File: src/rtl/spi_tgt_pkg.sv
package spi_tgt_pkg;
   localparam int ADDR_CTRL = 0;
   localparam int ADDR_STAT = 1;
   localparam int ADDR_DATA = 2;

   // field order fixes the control bit positions, LSB last
   typedef struct packed {
      logic irq_en;
      logic cpha;
      logic cpol;
      logic host_sel;
      logic enable;
   } ctrl_t;

   localparam int CTRL_BITS = $bits(ctrl_t);
endpackage

File: src/rtl/spi_tgt_sync.sv
module spi_tgt_sync #(
   parameter int                 WIDTH   = 3,
   parameter int                 STAGES  = 2,
   parameter logic [WIDTH-1:0]   RST_VAL = '0
) (
   input  logic             clk,
   input  logic             rst_n,
   input  logic [WIDTH-1:0] d,
   output logic [WIDTH-1:0] q
);
   logic [WIDTH-1:0] stg [STAGES];

   for (genvar g = 0; g < STAGES; g++) begin : g_stage
      if (g == 0) begin : g_first
         always_ff @(posedge clk or negedge rst_n)
            if (!rst_n) stg[0] <= RST_VAL;
            else        stg[0] <= d;
      end else begin : g_next
         always_ff @(posedge clk or negedge rst_n)
            if (!rst_n) stg[g] <= RST_VAL;
            else        stg[g] <= stg[g-1];
      end
   end

   assign q = stg[STAGES-1];
endmodule

File: src/rtl/spi_tgt_edge.sv
module spi_tgt_edge (
   input  logic clk,
   input  logic rst_n,
   input  logic sck_s,
   input  logic ss_n_s,
   input  logic cpol,
   input  logic cpha,
   input  logic active,
   output logic ss_low,
   output logic capture,
   output logic launch
);
   logic sck_prev;
   logic moved, lead, trail, live;

   always_ff @(posedge clk or negedge rst_n)
      if (!rst_n) sck_prev <= 1'b0;
      else        sck_prev <= sck_s;

   assign ss_low  = ~ss_n_s;
   assign moved   = sck_s ^ sck_prev;
   assign lead    = moved & (sck_s != cpol);   // leaves the idle level
   assign trail   = moved & (sck_s == cpol);   // returns to the idle level
   assign live    = active & ss_low;
   assign capture = live & (cpha ? trail : lead);
   assign launch  = live & (cpha ? lead  : trail);
endmodule

File: src/rtl/spi_tgt_shift.sv
module spi_tgt_shift #(
   parameter int DATA_W = 8
) (
   input  logic              clk,
   input  logic              rst_n,
   input  logic              active,
   input  logic              ss_low,
   input  logic              cpha,
   input  logic              capture,
   input  logic              launch,
   input  logic              mosi_s,
   input  logic              tx_load,
   input  logic [DATA_W-1:0] tx_data,
   output logic              miso,
   output logic              byte_done,
   output logic [DATA_W-1:0] rx_byte
);
   localparam int            CNT_W = $clog2(DATA_W);
   localparam logic [CNT_W-1:0] LAST = CNT_W'(DATA_W - 1);

   logic [DATA_W-1:0] tx_sr, rx_sr;
   logic [CNT_W-1:0]  cnt;
   logic              miso_q;

   always_ff @(posedge clk or negedge rst_n) begin
      if (!rst_n) begin
         tx_sr  <= '0;
         miso_q <= 1'b0;
      end else if (tx_load) begin
         tx_sr  <= tx_data;
      end else if (launch) begin
         if (cpha) miso_q <= tx_sr[DATA_W-1];
         tx_sr <= {tx_sr[DATA_W-2:0], 1'b0};
      end
   end

   always_ff @(posedge clk or negedge rst_n) begin
      if (!rst_n) begin
         rx_sr <= '0;
         cnt   <= '0;
      end else if (!ss_low || !active) begin
         cnt   <= '0;
      end else if (capture) begin
         rx_sr <= {rx_sr[DATA_W-2:0], mosi_s};
         cnt   <= (cnt == LAST) ? '0 : cnt + 1'b1;
      end
   end

   assign byte_done = capture & (cnt == LAST);
   assign rx_byte   = {rx_sr[DATA_W-2:0], mosi_s};
   assign miso      = cpha ? miso_q : tx_sr[DATA_W-1];
endmodule

File: src/rtl/spi_tgt_regs.sv
module spi_tgt_regs
   import spi_tgt_pkg::*;
#(
   parameter int DATA_W = 8,
   parameter int ADDR_W = 2
) (
   input  logic              clk,
   input  logic              rst_n,
   input  logic              bus_en,
   input  logic              bus_we,
   input  logic [ADDR_W-1:0] bus_addr,
   input  logic [DATA_W-1:0] bus_wdata,
   output logic [DATA_W-1:0] bus_rdata,
   input  logic              byte_done,
   input  logic [DATA_W-1:0] rx_byte,
   output logic              tx_load,
   output ctrl_t             ctrl,
   output logic              done,
   output logic              ovr,
   output logic [DATA_W-1:0] rx_hold,
   output logic              irq
);
   localparam logic [ADDR_W-1:0] A_CTRL = ADDR_W'(ADDR_CTRL);
   localparam logic [ADDR_W-1:0] A_STAT = ADDR_W'(ADDR_STAT);
   localparam logic [ADDR_W-1:0] A_DATA = ADDR_W'(ADDR_DATA);

   ctrl_t             ctrl_q;
   logic              done_q, ovr_q, armed_q;
   logic [DATA_W-1:0] rx_q;
   logic              sel_ctrl, sel_stat, sel_data, clear_now;

   assign sel_ctrl  = bus_en && (bus_addr == A_CTRL);
   assign sel_stat  = bus_en && (bus_addr == A_STAT);
   assign sel_data  = bus_en && (bus_addr == A_DATA);
   assign clear_now = armed_q && sel_data;
   assign tx_load   = sel_data && bus_we && (!done_q || armed_q);

   always_ff @(posedge clk or negedge rst_n) begin
      if (!rst_n) begin
         ctrl_q  <= '0;
         done_q  <= 1'b0;
         ovr_q   <= 1'b0;
         armed_q <= 1'b0;
         rx_q    <= '0;
      end else begin
         if (sel_ctrl && bus_we)
            ctrl_q <= ctrl_t'(bus_wdata[CTRL_BITS-1:0]);
         if (sel_stat && !bus_we && done_q)
            armed_q <= 1'b1;
         if (clear_now) begin
            done_q  <= 1'b0;
            ovr_q   <= 1'b0;
            armed_q <= 1'b0;
         end
         if (byte_done) begin
            if (done_q && !clear_now) begin
               ovr_q <= 1'b1;
            end else begin
               rx_q   <= rx_byte;
               done_q <= 1'b1;
            end
         end
      end
   end

   always_comb begin
      bus_rdata = '0;
      if (bus_en && !bus_we) begin
         case (bus_addr)
            A_CTRL: bus_rdata[CTRL_BITS-1:0] = ctrl_q;
            A_STAT: begin
               bus_rdata[DATA_W-1] = done_q;
               bus_rdata[DATA_W-2] = ovr_q;
            end
            A_DATA: bus_rdata = rx_q;
            default: bus_rdata = '0;
         endcase
      end
   end

   assign ctrl    = ctrl_q;
   assign done    = done_q;
   assign ovr     = ovr_q;
   assign rx_hold = rx_q;
   assign irq     = done_q & ctrl_q.irq_en;
endmodule

File: src/rtl/spi_target_port.sv
module spi_target_port
   import spi_tgt_pkg::*;
#(
   parameter int DATA_W      = 8,
   parameter int ADDR_W      = 2,
   parameter int SYNC_STAGES = 2
) (
   input  logic              clk,
   input  logic              rst_n,
   input  logic              bus_en,
   input  logic              bus_we,
   input  logic [ADDR_W-1:0] bus_addr,
   input  logic [DATA_W-1:0] bus_wdata,
   output logic [DATA_W-1:0] bus_rdata,
   output logic              irq,
   input  logic              sck_in,
   input  logic              mosi_in,
   input  logic              ss_n_in,
   output logic              miso_out
);
   if (DATA_W < CTRL_BITS) begin : g_chk_width
      $error("DATA_W must hold the control fields");
   end
   if (SYNC_STAGES < 2) begin : g_chk_sync
      $error("SYNC_STAGES must be at least 2");
   end
   if (ADDR_W < 2) begin : g_chk_addr
      $error("ADDR_W must be at least 2");
   end

   logic [2:0]        pins_s;
   logic              sck_s, mosi_s, ss_n_s;
   ctrl_t             ctrl;
   logic              core_active, ss_low, capture, launch;
   logic              byte_done, tx_load, st_done, st_ovr;
   logic [DATA_W-1:0] rx_byte, rx_hold;

   spi_tgt_sync #(.WIDTH(3), .STAGES(SYNC_STAGES), .RST_VAL(3'b100)) u_sync (
      .clk(clk), .rst_n(rst_n),
      .d({ss_n_in, mosi_in, sck_in}), .q(pins_s)
   );
   assign {ss_n_s, mosi_s, sck_s} = pins_s;

   assign core_active = ctrl.enable & ~ctrl.host_sel;

   spi_tgt_edge u_edge (
      .clk(clk), .rst_n(rst_n), .sck_s(sck_s), .ss_n_s(ss_n_s),
      .cpol(ctrl.cpol), .cpha(ctrl.cpha), .active(core_active),
      .ss_low(ss_low), .capture(capture), .launch(launch)
   );

   spi_tgt_shift #(.DATA_W(DATA_W)) u_shift (
      .clk(clk), .rst_n(rst_n), .active(core_active), .ss_low(ss_low),
      .cpha(ctrl.cpha), .capture(capture), .launch(launch), .mosi_s(mosi_s),
      .tx_load(tx_load), .tx_data(bus_wdata), .miso(miso_out),
      .byte_done(byte_done), .rx_byte(rx_byte)
   );

   spi_tgt_regs #(.DATA_W(DATA_W), .ADDR_W(ADDR_W)) u_regs (
      .clk(clk), .rst_n(rst_n), .bus_en(bus_en), .bus_we(bus_we),
      .bus_addr(bus_addr), .bus_wdata(bus_wdata), .bus_rdata(bus_rdata),
      .byte_done(byte_done), .rx_byte(rx_byte), .tx_load(tx_load),
      .ctrl(ctrl), .done(st_done), .ovr(st_ovr), .rx_hold(rx_hold), .irq(irq)
   );
endmodule

File: config.mk
export PLATFORM = sky130hd
export DESIGN_NAME = spi_target_port
export DESIGN_NICKNAME = d
export VERILOG_FILES = /design/src/rtl/spi_tgt_pkg.sv /design/src/rtl/spi_tgt_sync.sv /design/src/rtl/spi_tgt_edge.sv /design/src/rtl/spi_tgt_shift.sv /design/src/rtl/spi_tgt_regs.sv /design/src/rtl/spi_target_port.sv
export SDC_FILE = /design/constraint.sdc
export NUM_CORES = 1
export LEC_CHECK = 0
export BUFFER_PORTS_ARGS = -buffer_cell sky130_fd_sc_hd__buf_2
export CORE_AREA = 2 2 84 86
export CTS_CLUSTER_DIAMETER = 60
export DETAILED_ROUTE_END_ITERATION = 10
export DIE_AREA = 0 0 86 88
export PLACE_DENSITY_LB_ADDON = 0.05
export SYNTH_ARGS = -nofsm -noshare
export SYNTH_HDL_FRONTEND = slang
export SYNTH_HIERARCHICAL = 1
export SYNTH_SLANG_ARGS = --single-unit
File: constraint.sdc
create_clock -name clk -period 5.72 [get_ports clk]
set_input_delay 1.43 -clock clk [delete_from_list [all_inputs] [get_ports clk]]
set_output_delay 1.43 -clock clk [all_outputs]
set_load 0.005 [all_outputs]
---- After elaboration in Yosys (flattened, before gate mapping) ----
Cells that the tools add are included.
storage, ports and cells
  bits in registers ....................... 42
  input bits .............................. 17
  output and inout port bits .............. 10
  logic and storage cells ................. 80
operators by class
  $add $sub $neg .......................... 1
  eq/ne operators ......................... 5
  multiplexer cells ....................... 20
  bitwise operators ....................... 14
  reductions and logical operators ........ 24
operators with widths
  operator                                                                number
  8-bit 2-to-1 mux                                                        3
  1-bit 2-to-1 mux                                                        12
  1-bit logical AND                                                       11
  5-bit case mux with 2 select lines                                      1
  3-bit 2-to-1 mux                                                        3
  1-bit AND                                                               8
  2-bit nonzero test                                                      3
  1-bit inverter                                                          5
  1-bit logical NOT                                                       4
  2-bit case mux with 2 select lines                                      1
  2-bit AND reduction                                                     2
  3-bit by 1-bit adder with 3-bit output (second input constant)          1
  3-bit equality test (second input constant)                             1
  3-bit AND reduction                                                     1
  2-bit by 1-bit equality test with 1-bit output (second input constant)  1
  2-bit equality test (second input constant)                             1
  2-bit logical NOT                                                       1
  1-bit logical OR                                                        2
  1-bit equality test                                                     1
  1-bit inequality test                                                   1
  1-bit XOR                                                               1

---- Depth between registers and ports, before layout ----
  depth in word-level cells ............... 7
  mapped depth ............................ 7
  gate-level depth less buffers ........... 6

---- By module ----
The synthesis kept the hierarchy.
modules (own cells, without submodules)
  module           instances  cells each  area an instance (um^2)  sequential area each (um^2)
  spi_tgt_shift    1          69          865.8                    475.5
  spi_tgt_regs     1          65          792.0                    400.4
  spi_tgt_sync     1          9           175.2                    152.6
  spi_tgt_edge     1          7           80.1                     25.0
  spi_target_port  1          1           13.8                     0.0

---- Least setup slack after synthesis ----
Ideal clock, no wire load.
  path kind ............................... in2out
  start point ............................. input bus_addr[0]
  end point ............................... output bus_rdata[0]
  data arrival time ....................... 2.184 ns
  data required time ...................... 4.290 ns
  path slack .............................. 2.106 ns
  stages on the path ...................... 5
  cell sequence ........................... inv_1 ha_1 clkbuf_1 a22oi_1 nor2_1
between the ends
  word-level cells in the longest chain between the ends .. 3
  elaborated cells on any way between the ends .. 4
  classes of those cells .................. eq/ne (1); mux (2); reduce/logical (1)
ends and longest elaborated chain
  what                                                      RTL line               text
  start: declaration                                        spi_target_port.sv:12  input logic [ADDR_W-1:0] bus_addr,
  2-bit equality test or 2-bit logical NOT (tied branches)  spi_tgt_regs.sv:69     case (bus_addr)
  5-bit case mux with 2 select lines *                      spi_tgt_regs.sv:69
  8-bit 2-to-1 mux *                                        spi_tgt_regs.sv:68     if (bus_en && !bus_we) begin
  end: declaration                                          spi_target_port.sv:14  output logic [DATA_W-1:0] bus_rdata,
Mark *: on every way between the ends. The rest lies on a longest branch, timed or not.

---- Worst setup path in the final report ----
  start point ............................. input bus_addr[0]
  end point ............................... output bus_rdata[2]
Same word-level chain as after synthesis.

==> results.cfg <==
[run_status]
run_status = finished clean

[clock_tree]
cts_root_buffer = clkbuf_8
clk_pin_slew_ns = 0.08
cts_resized = 0
clock_path_buffers = 2
clock_sinks = 42
post_cts.repair.setup_buffers = 0
tritoncts = built
insertion_delay_ns = 0.30
holdBufCountCts = 0
cts_buffers = 5
htree_num_levels = 2

[global_routing]
grt_max_degree = 43
grt_antenna_before_repair = 0
grt_pass1_vias = 1232
grt_remaining_overflow = 0
grt_pass1_wl_mm = 6.30
grt_use_total = 0.109

[timing]
fin_skew_ns = 0.0113
tns_ns = 0
hold_viol = 0
min_period_over_period = 0.677
relSlewSlack = 0.164
period_minus_slack_ns = 3.87
setup-violations-final = 0
slew_violations = 0
fmax_ghz = 0.258
rsz0062_at_grt = no
tightest_slew_ns = 1.22

[final_layout]
multi_input_area_um2 = 797
nets = 197
n_antenna_cell = 0
drive_above_1_share = 0.347
regArea_um2 = 1050
layout.cells.most_common = dfrtp_1
final_cell_mix = dfrtp_1, buf_2, mux2_2
syn_to_final_growth_pct = 13.2
num-fill-cells = 675

[synth]
ys_seq_area_frac = 0.547
synth_area_um2 = 1930
synth.distinct_cells = 34
synth_warnings = 6
yosysTopAreaCell = dfrtp_1
synthesis.nets = 173
yosys-top-cells-area = dfrtp_1, mux2_2, mux2i_1
yosysTopAreaCellShare = 0.519
synthesis.instances = 151
syn_avg_cell_area_um2 = 12.8
synth-seq-cells = 42

[worst_setup_path]
required_ns = 4.29
critPathMaxFanout = 12
crit_path_start_kind = primary input
crit_path_end_kind = output pin
arrival_ns = 2.44
critPathKind = primary input to output pin
r2r.worst_path.cells = 6

[min_path]
hold_path.class = register to register
hold_depth = 0

[pwr]
ir_drop_mv = 0.0868
totalPowerFinal_mw = 0.639
p_leak_nw = 1.01
power_density_nw_per_um2 = 293

[placed_design]
gp_congestion = 0.831
port_buffers = 26
dpl.hpwl_mm = 2.76

[die]
io_pins = 27
die_y_um = 88
die-area_um2 = 7570
fp.dieW_um = 86
core_area_um2 = 6640
start_util = 0.290
row_count = 30

[route]
num_vias = 1235
ant_nets = 0
drt-vias-per-instance = 4.82
first_iter_violations = 67
wl_per_cell_um = 14.9
drc = 0
dr.pass1.iters = 4
finalWirelength_mm = 3.83

[flow_run]
maxCapViolations = 0
## worst paths after layout
check | startpoint | endpoint | slack (ns)
max in group asynchronous | rst_n | u_regs/rx_hold[5] | 3.85
max reg2reg | u_regs/ctrl[1] | u_regs/rx_hold[7] | 2.90
min in group asynchronous | rst_n | u_regs/done | 1.28
min reg2reg | u_sync/stg[3] | u_sync/q[0] | 0.35
min | u_sync/stg[3] | u_sync/q[0] | 0.35
max | bus_addr[0] | bus_rdata[2] | 1.85
## stage by stage
| step | hold slack (ns) | cells | utilization | cell area (um2) | setup WS (ns) |
|---|---|---|---|---|---|
| after floorplan | 0.331 | 151 | - | 1930 | 2.11 |
| after global placement | 0.336 | 248 | 0.315 | 2100 | 1.90 |
| after detailed placement | 0.336 | 248 | 0.315 | 2100 | 1.86 |
| after CTS | 0.355 | 256 | 0.328 | 2180 | 1.85 |
| after global routing | 0.362 | 256 | 0.328 | 2180 | 1.74 |
| final | 0.352 | 256 | 0.328 | 2180 | 1.85 |
## registers in the layout (all words and copies together), names as in the netlist, 3 cells and up
name and count:
u_shift/rx_sr 7, u_sync/q 3, u_regs/rx_hold 8, u_shift/cnt 3
u_shift/tx_sr 8, u_sync/stg 3, u_regs/ctrl 5
## metal layers
| layer | vias up | share of wire | GRT usage |
|---|---|---|---|
| li1 | 575 | - | - |
| met1 | 618 | 0.44 | 0.140 |
| met2 | 36 | 0.47 | 0.175 |
| met3 | 6 | 0.068 | 0.0330 |
| met4 | 0 | 0.016 | 0.0390 |
| met5 | - | 0 | 0 |
## cells in the mapped netlist
library cell	n
inv_1	4
mux2_2	21
or2b_1	1
nand3_4	1
buf_2	1
a22oi_1	7
mux2_1	1
dfrtp_1	40
buf_4	5
a21boi_4	1
nor2b_1	1
clkbuf_1	2
nand3_1	1
or4bb_1	2
xnor2_1	1
o21ai_0	8
mux2i_1	11
and4b_1	1
a21o_1	1
and2_1	2
a31oi_1	3
o2111a_1	1
a21oi_1	1
nand3_2	1
nand2b_1	2
nand2_1	10
dfstp_2	2
nor2b_4	1
nand3b_1	1
nor2_1	9
or3b_1	1
buf_6	1
ha_1	5
a21oi_2	1
## area by class of cell
class	count	share of cell area
inverters	4	0.00688
repair buffers	26	0.0596
multi-input cells	96	0.365
clock inverters	2	0.00631
flip-flops and latches	42	0.483
clock buffers	6	0.0333
well taps	80	0.0459
## power breakdown
part           switching [mW]  leakage [nW]  total, mW  internal [mW]
clock network           0.104        0.0452      0.190         0.0862
logic                  0.0413         0.422     0.0862         0.0449
registers              0.0278         0.540      0.362          0.335
total                   0.173          1.01      0.639          0.466
## cells by family after synthesis
group,after synthesis,share of synthesized area
simple gates,34,0.106
mux,33,0.186
flops,42,0.547
buf+inv,13,0.0396
xor+xnor,1,0.00455
fa+ha+maj,5,0.0325
compound gates,23,0.0844
## critical path, stage by stage
cell and delay [ns]:
buf_2 0.11, inv_1 0.07, ha_1 0.42, a22oi_1 0.17, nor2_1 0.12, buf_2 0.12
Power figures use the tool's default switching activity.
